==> config.mk <==
export PLATFORM = sky130hd
export DESIGN_NAME = edge_sweep_tracker
export DESIGN_NICKNAME = d
export VERILOG_FILES = /design/src/rtl/est_pkg.sv /design/src/rtl/nibble_tracker.sv /design/src/rtl/done_reduce.sv /design/src/rtl/edge_sweep_tracker.sv
export SDC_FILE = /design/constraint.sdc
export NUM_CORES = 1
export LEC_CHECK = 0
export BUFFER_PORTS_ARGS = -buffer_cell sky130_fd_sc_hd__buf_2
export CORE_MARGIN = 2
export CORE_UTILIZATION = 60
export CTS_CLUSTER_DIAMETER = 50
export DETAILED_ROUTE_END_ITERATION = 10
export PLACE_DENSITY_LB_ADDON = 0.1
export SLEW_MARGIN = 20
export SYNTH_ARGS = -nofsm -noshare
export SYNTH_HDL_FRONTEND = slang
export SYNTH_HIERARCHICAL = 1
export SYNTH_SLANG_ARGS = --single-unit
==> constraint.sdc <==
create_clock -name clk -period 6.8 [get_ports clk]
set_clock_uncertainty 0.2 [all_clocks]
set_input_delay 1.36 -clock clk [delete_from_list [all_inputs] [get_ports clk]]
set_output_delay 1.36 -clock clk [all_outputs]
set_load 0.02 [all_outputs]
==> src/rtl/est_pkg.sv <==
package est_pkg;
   typedef enum logic [1:0] {
      TRK_WAIT = 2'd0,
      TRK_HI   = 2'd1,
      TRK_LO   = 2'd2,
      TRK_HIT  = 2'd3
   } trk_state_e;
endpackage

==> src/rtl/nibble_tracker.sv <==
module nibble_tracker #(
   parameter int GRP_W  = 4,
   parameter int STEP_W = 8
) (
   input  logic              clk,
   input  logic              rst_n,
   input  logic              flush,
   input  logic              adv,
   input  logic              rise_mode,
   input  logic [GRP_W-1:0]  grp,
   input  logic [STEP_W-1:0] step,
   output logic              hit,
   output logic [STEP_W-1:0] delay
);
   import est_pkg::*;

   trk_state_e state_q, state_d;
   logic [STEP_W-1:0] delay_q;
   logic all_hi, all_lo, capture;

   assign all_hi = &grp;
   assign all_lo = ~|grp;

   always_comb begin
      state_d = state_q;
      capture = 1'b0;
      if (adv) begin
         unique case (state_q)
            TRK_WAIT: state_d = all_hi ? TRK_HI : TRK_LO;
            TRK_HI: if (all_lo) begin
               if (rise_mode) state_d = TRK_LO;
               else begin
                  state_d = TRK_HIT;
                  capture = 1'b1;
               end
            end
            TRK_LO: if (all_hi) begin
               if (rise_mode) begin
                  state_d = TRK_HIT;
                  capture = 1'b1;
               end else state_d = TRK_HI;
            end
            default: state_d = state_q;
         endcase
      end
   end

   always_ff @(posedge clk or negedge rst_n) begin
      if (!rst_n) begin
         state_q <= TRK_WAIT;
         delay_q <= '0;
      end else if (flush) begin
         state_q <= TRK_WAIT;
         delay_q <= '0;
      end else begin
         state_q <= state_d;
         if (capture) delay_q <= step;
      end
   end

   assign hit   = (state_q == TRK_HIT);
   assign delay = delay_q;
endmodule

==> src/rtl/done_reduce.sv <==
module done_reduce #(
   parameter int N = 18
) (
   input  logic [N-1:0] flags,
   output logic         all
);
   localparam int HALF = N / 2;
   generate
      if (N == 1) begin : g_leaf
         assign all = flags[0];
      end else begin : g_split
         logic lo_all, hi_all;
         done_reduce #(.N(HALF))     u_lo (.flags(flags[HALF-1:0]), .all(lo_all));
         done_reduce #(.N(N - HALF)) u_hi (.flags(flags[N-1:HALF]), .all(hi_all));
         assign all = lo_all & hi_all;
      end
   endgenerate
endmodule

==> src/rtl/edge_sweep_tracker.sv <==
module edge_sweep_tracker #(
   parameter int GROUPS = 18,
   parameter int GRP_W  = 4,
   parameter int STEP_W = 8,
   localparam int WORD_W = GROUPS * GRP_W,
   localparam int DLY_W  = GROUPS * STEP_W
) (
   input  logic              clk,
   input  logic              rst_n,
   input  logic              start_i,
   input  logic              clear_i,
   input  logic              rise_mode_i,
   input  logic              smp_valid_i,
   input  logic [WORD_W-1:0] smp_word_i,
   input  logic [STEP_W-1:0] step_i,
   output logic [GROUPS-1:0] done_o,
   output logic [DLY_W-1:0]  delay_o,
   output logic              all_done_o
);
   generate
      if (GROUPS < 1) begin : g_bad_groups
         $error("GROUPS must be at least 1");
      end
      if (GRP_W < 1) begin : g_bad_grp
         $error("GRP_W must be at least 1");
      end
      if (STEP_W < 1) begin : g_bad_step
         $error("STEP_W must be at least 1");
      end
   endgenerate

   logic mode_q;
   logic flush, adv;

   assign flush = start_i | clear_i;
   assign adv   = smp_valid_i & ~flush;

   always_ff @(posedge clk or negedge rst_n) begin
      if (!rst_n)       mode_q <= 1'b0;
      else if (start_i) mode_q <= rise_mode_i;
   end

   generate
      for (genvar g = 0; g < GROUPS; g++) begin : g_trk
         nibble_tracker #(.GRP_W(GRP_W), .STEP_W(STEP_W)) u_trk (
            .clk      (clk),
            .rst_n    (rst_n),
            .flush    (flush),
            .adv      (adv),
            .rise_mode(mode_q),
            .grp      (smp_word_i[g*GRP_W +: GRP_W]),
            .step     (step_i),
            .hit      (done_o[g]),
            .delay    (delay_o[g*STEP_W +: STEP_W])
         );
      end
   endgenerate

   done_reduce #(.N(GROUPS)) u_all (.flags(done_o), .all(all_done_o));
endmodule

==> results.md, run 1 <==
- Status: finished, final reports clean
- Fin crit period: 3.52 ns
- RSZ-0062 raised after global routing: no
- Skew-Pair Late Insertion Delay: 0.43 ns
- Die width: 142 um
- Initial antenna violation count: 0
- Reg-to-Reg End: g_trk[7].u_trk/delay[5]
- Slew HR: 20.5%
- Worst hold path type: flip-flop to flip-flop
- DRC: 0
- Endpoints failing setup: 0
- Starting Density: 61.3%
- Clk buf depth: 2
- Area contributors post-synth: dfrtp_1 40%, nand2b_1 16%, mux2i_1 13%
- Die area: 0.0202 mm2
- Most frequent CP cell: and2_1
- Post-CTS setup buffer count: 0
- Peak supply drop: 0.179 mV
- Max stage delay cell, worst path: dfrtp_1
- Post-Synthesis Cell Area: 0.0115 mm2
- Reg power frac: 45.4%
- Worst slew pin tran: 1.19 ns
- Leading area contributor after synthesis: dfrtp_1
- Clk pwr share: 45.4%
- CTS tree: done
- Grt ovf: 0
- Pins Over Slew Limit: 0
- Pwr dens: 182 mW/mm2
- LEAKAGE: 6.15 nW
- Final hold viol count: 0
- Die height: 142 um
- Worst setup path class: flip-flop to output pin
- Net Switching: 0.591 mW
- Hold buffers post-CTS: 0
- N_diodes: 0
- Util after Layout: 70.8%
- Clk root buf: clkbuf_16
- Int Power: 1.83 mW
- Routability cong.: 0.804
- Core box area: 0.0187 mm2
- Sequential share of the synthesized area: 39.5%
- Post-layout net count: 1475
- Area Overhead vs Synth: 15.5%
- Hold EP: g_trk[16].u_trk/delay[1]
- Number of flops mapped to enable cells by yosys: 0
- Worst path cell trace: ha_1 > and2_1 > and2_1 > and2_1 > and2_1 > and2_1 > buf_2
- DRT iter0 DRCs: 545
- Largest net degree at the start of global routing: 343
- Routed via count: 8911
- Top_reg_cell synth: dfrtp_1
- Gr usage total: 27.7%
- Antenna-violating nets left: 0
- Switching power share of the total: 24.5%
- PortBufs: 248
- TritonCTS Sinks: 181
- Final period utilization: 51.7%
- Fmax: 284 MHz
- Reg-to-reg startpoint: mode_q
- Async set or reset register ratio after synthesis: 100%
- YS warnings: 6
- Flops & latches, synth: 181
- Setup WS post-layout: 3.28 ns
- Hold_ws: 0.339 ns
- Hold Path Depth: 2
- Commonest cells post-synth: 288 x nand2b_1, 181 x dfrtp_1, 144 x mux2i_1
- Unique masters post-synth: 26
- Reg2reg path depth: 4
- Max incr delay on CP: 0.41 ns
- Number of I/O pins: 249
- Critical Path RT: 5.24 ns
- Clock transition at path regs: 0.07 ns
- CP Max Fanout: 4
- Rows: 50
- Gate power share: 9.2%
- MaxCap Viol Count: 0
- Data arrival, critical path: 1.96 ns
- Syn_area_per_cell: 10.2 um2
- Routed Wire Length: 27600 um
- Pre-CTS setup slack: 3.49 ns
- DR vias/cell: 5.70
- Post-Synthesis Cells: 1119
- Dpl hpwl: 17600 um
- CP Launch Type: flip-flop
- Post-CTS resize count: 0
- First-pass GRT wire length: 44100 um
- Most numerous cell in the Yosys netlist: nand2b_1
- Vias in the first global route: 8517
- Routed len/inst: 17.7 um
- Reg-to-reg slack, setup: 4.54 ns
- CTS Buf Count: 17
- Worst setup EP type: output pin
- Drt pass-1 iters: 5
- Post-synth top area share: 39.5%
- Syn nets: 1277
- H-tree depth: 4
- Hold Crit Start: g_trk[16].u_trk/delay[1]
- Fin Setup TNS: 0 ns
- Fraction of layout cells with a size suffix above 1: 24.2%
-- critical path, delay by kind of cell, from the launching register on --
family | cells | cell delay (ns)
and+or+nand+nor | 5 | 0.72
DFF | 1 | 0.41
adders and majority gates | 1 | 0.24
buffers and inverters | 1 | 0.16
-- power by group through the flow --
| stage | clock, mW | sequential [mW] | combinational [mW] |
|---|---|---|---|
| after floorplan | 0 | 1.11 | 0.123 |
| after global placement | 0 | 1.12 | 0.217 |
| after detailed placement | 0 | 1.12 | 0.223 |
| after CTS | 1.12 | 1.10 | 0.223 |
| after global routing | 1.16 | 1.10 | 0.247 |
| final | 1.10 | 1.10 | 0.222 |
-- metrics by stage --
step                power, mW  std cells  cell area, um2
floorplan                1.23       1119           11500
global placement         1.33       1532           12600
detailed placement       1.34       1532           12600
CTS                      2.44       1564           13200
global route             2.51       1564           13200
finish                   2.42       1564           13200
-- kinds of logic (layout without fill, tap and decap cells) --
group,count (synthesis),in the layout,synth area share (%)
buf+inv,144,355,6.48
compound gates,162,162,10.2
fa+ha+maj,72,72,7.86
simple gates,415,415,23.2
mux,145,145,12.7
flops,181,181,39.5
-- area by class of cell --
cell class	instances	area, um2
multi-input cells	794	6200
fillers	1480	5460
flip-flops and latches	181	4530
repair buffers	251	1290
clock buffers	18	429
well taps	234	293
inverters	72	270
clock inverters	14	221
-- layout by cell type (no fill, tap or decap), types with 2 or more instances in the layout --
| master | instances |
|---|---|
| nor2_1 | 18 |
| buf_12 | 2 |
| bufinv_16 | 5 |
| nand2b_1 | 288 |
| inv_6 | 3 |
| or4_4 | 18 |
| nand2_1 | 18 |
| nor3_2 | 18 |
| dfrtp_1 | 180 |
| a31oi_1 | 36 |
| nand4_1 | 18 |
| clkinvlp_4 | 2 |
| o31ai_1 | 18 |
| ha_1 | 72 |
| and2_1 | 17 |
| o211a_1 | 18 |
| and3_1 | 18 |
| buf_2 | 247 |
| o32ai_1 | 18 |
| mux2i_1 | 144 |
| a21oi_1 | 18 |
| inv_1 | 72 |
| a221oi_1 | 18 |
| o21ai_0 | 18 |
| clkinv_2 | 2 |
| clkbuf_16 | 17 |
| o211ai_1 | 18 |
-- layer usage --
metal	vias to the layer above	routed length [um]	global-route usage (%)
li1	4260	-	-
met1	4315	12300	36.8
met2	293	13200	45.3
met3	43	1460	5.35
met4	0	692	10.3
met5	-	0	0
-- sequential cells by signal, summed over array words and instances, names as in the netlist --
register / count
g_trk.u_trk/delay: 144
g_trk.u_trk/state_q: 36
mode_q: 1
-- how the worst max path moves through the flow --
stage	startpoint	end	depth (start not counted)
global placement	smp_word_i[51]	g_trk[12].u_trk/delay[0]	5
floorplan	clear_i	g_trk[0].u_trk/state_q[1]	5
CTS	g_trk[16].u_trk/state_q[0]	all_done_o	7
detailed placement	smp_word_i[51]	g_trk[12].u_trk/delay[0]	5
global route	g_trk[7].u_trk/state_q[0]	all_done_o	7
finish	g_trk[16].u_trk/state_q[0]	all_done_o	7
Note: power is estimated with default switching activity, not from simulation.
==> inputs of run 2 (changes only) <==
--- a/config.mk
+++ b/config.mk
@@ -5,9 +5,10 @@
 export SDC_FILE = /design/constraint.sdc
 export NUM_CORES = 1
 export LEC_CHECK = 0
+export ABC_AREA = 1
 export BUFFER_PORTS_ARGS = -buffer_cell sky130_fd_sc_hd__buf_2
 export CORE_MARGIN = 2
-export CORE_UTILIZATION = 60
+export CORE_UTILIZATION = 56
 export CTS_CLUSTER_DIAMETER = 50
 export DETAILED_ROUTE_END_ITERATION = 10
 export PLACE_DENSITY_LB_ADDON = 0.1
==> constraint.sdc (replaced) <==
create_clock -name clk -period 3.3 [get_ports clk]
set_clock_uncertainty 0.2 [all_clocks]
set_input_delay 0.66 -clock clk [delete_from_list [all_inputs] [get_ports clk]]
set_output_delay 0.66 -clock clk [all_outputs]
set_load 0.02 [all_outputs]
==> results.md, run 2 <==
- Number of flops mapped to enable cells by yosys: 0 (unchanged)
- Hold buffers post-CTS: 0 (unchanged)
- Pins Over Slew Limit: 0 (unchanged)
- Gr usage total: 28.9% (+1.2 points)
- CTS tree: done
- Number of I/O pins: 249 (unchanged)
- Largest net degree at the start of global routing: 77 (-78%)
- Gate power share: 15.7% (+6.5 points)
- Routed Wire Length: 33600 um (+22%)
- Flops & latches, synth: 181 (unchanged)
- Worst slew pin tran: 0.802 ns (-0.391 ns)
- Dpl hpwl: 23200 um (+32%)
- Util after Layout: 65.8% (-5.0 points)
- Fin crit period: 2.64 ns
- Clk buf depth: 2 (unchanged)
- Core box area: 0.0216 mm2 (+16%)
- RSZ-0062 raised after global routing: no
- Commonest cells post-synth: 398 x nand2_1, 216 x nand3_1, 181 x dfrtp_1
- Total Power: 5.43 mW (+120%)
- Final hold viol count: 0 (unchanged)
- Pwr dens: 382 mW/mm2 (+110%)
- Starting Density: 56.5% (-4.8 points)
- Area contributors post-synth: dfrtp_1 37%, nand2_1 12%, nand3_1 8.9%
- Most frequent cells in the layout: 398 x nand2_1, 247 x buf_2, 216 x nand3_1, 180 x nor2_1, 180 x dfrtp_1
- Area Overhead vs Synth: 16.4%
- Routed via count: 11700 (+32%)
- Drt pass-1 iters: 6 (+1)
- Worst setup EP type: output pin
- H-tree depth: 4 (unchanged)
- Endpoints failing setup: 0 (unchanged)
- Fin Setup TNS: 0 ns (unchanged)
- Post-layout net count: 2008 (+36%)
- Switching power share of the total: 28.9% (+4.4 points)
- Routed len/inst: 15.6 um (-11%)
- Leading area contributor after synthesis: dfrtp_1
- DR vias/cell: 5.46 (-4.2%)
- Fraction of layout cells with a size suffix above 1: 24.4% (+0.21 points)
- Worst hold path type: input pin to async pin
- Post-Synthesis Cell Area: 0.0122 mm2 (+6.5%)
- Antenna-violating nets left: 0 (unchanged)
- Max reg flops: 144 (unchanged)
- Setup WS post-layout: 0.655 ns (-2.63 ns)
- Clock transition at path regs: 0.07 ns (about the same)
- Die width: 152 um (+6.6%)
- DRC: 0 (unchanged)
- Reg power frac: 42.4% (-3.0 points)
- Status: finished, final reports clean
- Initial antenna violation count: 2 (+2)
- Worst setup path class: flip-flop to output pin
- Routability cong.: 0.889 (+11%)
- Post-Synthesis Cells: 1627 (+45%)
- Most numerous cell in the Yosys netlist: nand2_1
- Int Power: 3.86 mW (+110%)
- Syn_area_per_cell: 7.51 um2 (-27%)
- Net Switching: 1.57 mW (+170%)
- Rows: 54 (+8.0%)
- Sequential share of the synthesized area: 37.1% (-2.4 points)
- YS warnings: 6 (unchanged)
- Skew-Pair Late Insertion Delay: 0.43 ns (about the same)
- CTS Buf Count: 17 (unchanged)
- Critical Path RT: 2.44 ns (-2.80 ns)
- Pre-CTS setup slack: 0.886 ns (-2.60 ns)
- Clk pwr share: 41.9% (-3.5 points)
- Grt ovf: 0 (unchanged)
- MaxCap Viol Count: 0 (unchanged)
- Filler cell count: 1919 (+30%)
- Async set or reset register ratio after synthesis: 100% (unchanged)
- Syn nets: 1785 (+40%)
- Vias in the first global route: 10500 (+24%)
- Die height: 152 um (+6.6%)
- Peak supply drop: 0.350 mV (+96%)
- Post-synth top area share: 37.1% (-2.4 points)
- Fmax: 378 MHz
- Die area: 0.0230 mm2 (+14%)
- Post-CTS setup buffer count: 0 (unchanged)
- DRT iter0 DRCs: 761 (+40%)
- LEAKAGE: 8.53 nW (+39%)
- Data arrival, critical path: 1.78 ns (-0.18 ns)
- Post-CTS resize count: 0 (unchanged)
- Commonest non-fill, non-tap cell in the layout: nand2_1
- Clk root buf: clkbuf_16
- Final period utilization: 80.1%
- Slew HR: 46.6% (+26 points)
- CP Max Fanout: 4 (unchanged)
- TritonCTS Sinks: 181 (unchanged)
- First-pass GRT wire length: 52300 um (+19%)
- CP Launch Type: flip-flop
- Top_reg_cell synth: dfrtp_1
- Unique masters post-synth: 21 (-19%)
- PortBufs: 248 (unchanged)
==> run 2: kinds of logic (layout without fill, tap and decap cells) <==
group	count (synthesis)	in the layout	share of synthesized area [%]
and+or+nand+nor	1048	1048	41.5
other	0	3	0
buffers and inverters	254	490	9.47
adders and majority gates	72	72	7.38
AOI/OAI and AO/OA	72	72	4.61
DFF	181	181	37.1
==> run 2: critical path: stages (launching register included) <==
cell and delay [ns]:
dfrtp_1 0.40, ha_1 0.22, nand2_1 0.11, inv_1 0.07, nand2_1 0.05, inv_1 0.06, nand2_1 0.04, inv_1 0.05
nand2_1 0.04, inv_1 0.05, nand2_1 0.04, inv_1 0.04, buf_2 0.17
==> run 2: final timing paths <==
check	from	endpoint	slack, ns	cells after the start
hold / removal	rst_n	g_trk[17].u_trk/delay[1]	0.07	1
setup reg to reg	mode_q	g_trk[2].u_trk/delay[7]	1.05	6
max in group asynchronous	rst_n	g_trk[1].u_trk/delay[6]	2.04	2
hold reg to reg	g_trk[12].u_trk/delay[6]	g_trk[12].u_trk/delay[6]	0.30	2
min in group clk	rise_mode_i	mode_q	0.25	3
setup / recovery	g_trk[16].u_trk/state_q[1]	all_done_o	0.66	12
==> run 2: layout make-up <==
type | instances | area [um2] | area share (%)
clock buffers | 19 | 433 | 3.05
multi-input cells | 1192 | 6530 | 46.0
clock inverters | 13 | 218 | 1.53
diodes | 3 | 7.51 | 0.0528
well taps | 280 | 350 | 2.46
repair buffers | 258 | 1350 | 9.48
inverters | 200 | 796 | 5.60
flip-flops and latches | 181 | 4530 | 31.9
==> run 2: per-stage QoR <==
stage,hold WS [ns],area [um2],instances
global placement,0.281,13600,2111
floorplan,0.164,12200,1627
CTS,0.0839,14200,2143
finish,0.0687,14200,2146
detailed placement,0.283,13600,2111
global route,0.111,14200,2145
==> run 2: power groups by stage <==
stage	Sequential, mW	Clock, mW	Combinational, mW
4_1_cts	2.30	2.32	0.843
3_5_place_dp	2.34	0	0.836
6_report	2.30	2.28	0.851
5_1_grt	2.31	2.40	0.952
3_3_place_gp	2.34	0	0.819
2_1_floorplan	2.33	0	0.562
==> run 2: per-layer routing <==
metal  vias to the layer above  share of wire [%]  track usage, %
met5                         -                  0               0
met4                         0                2.6            9.58
met3                        66                8.2            5.33
met2                       430                 46            46.6
met1                      5441                 43            39.4
li1                       5782                  -               -
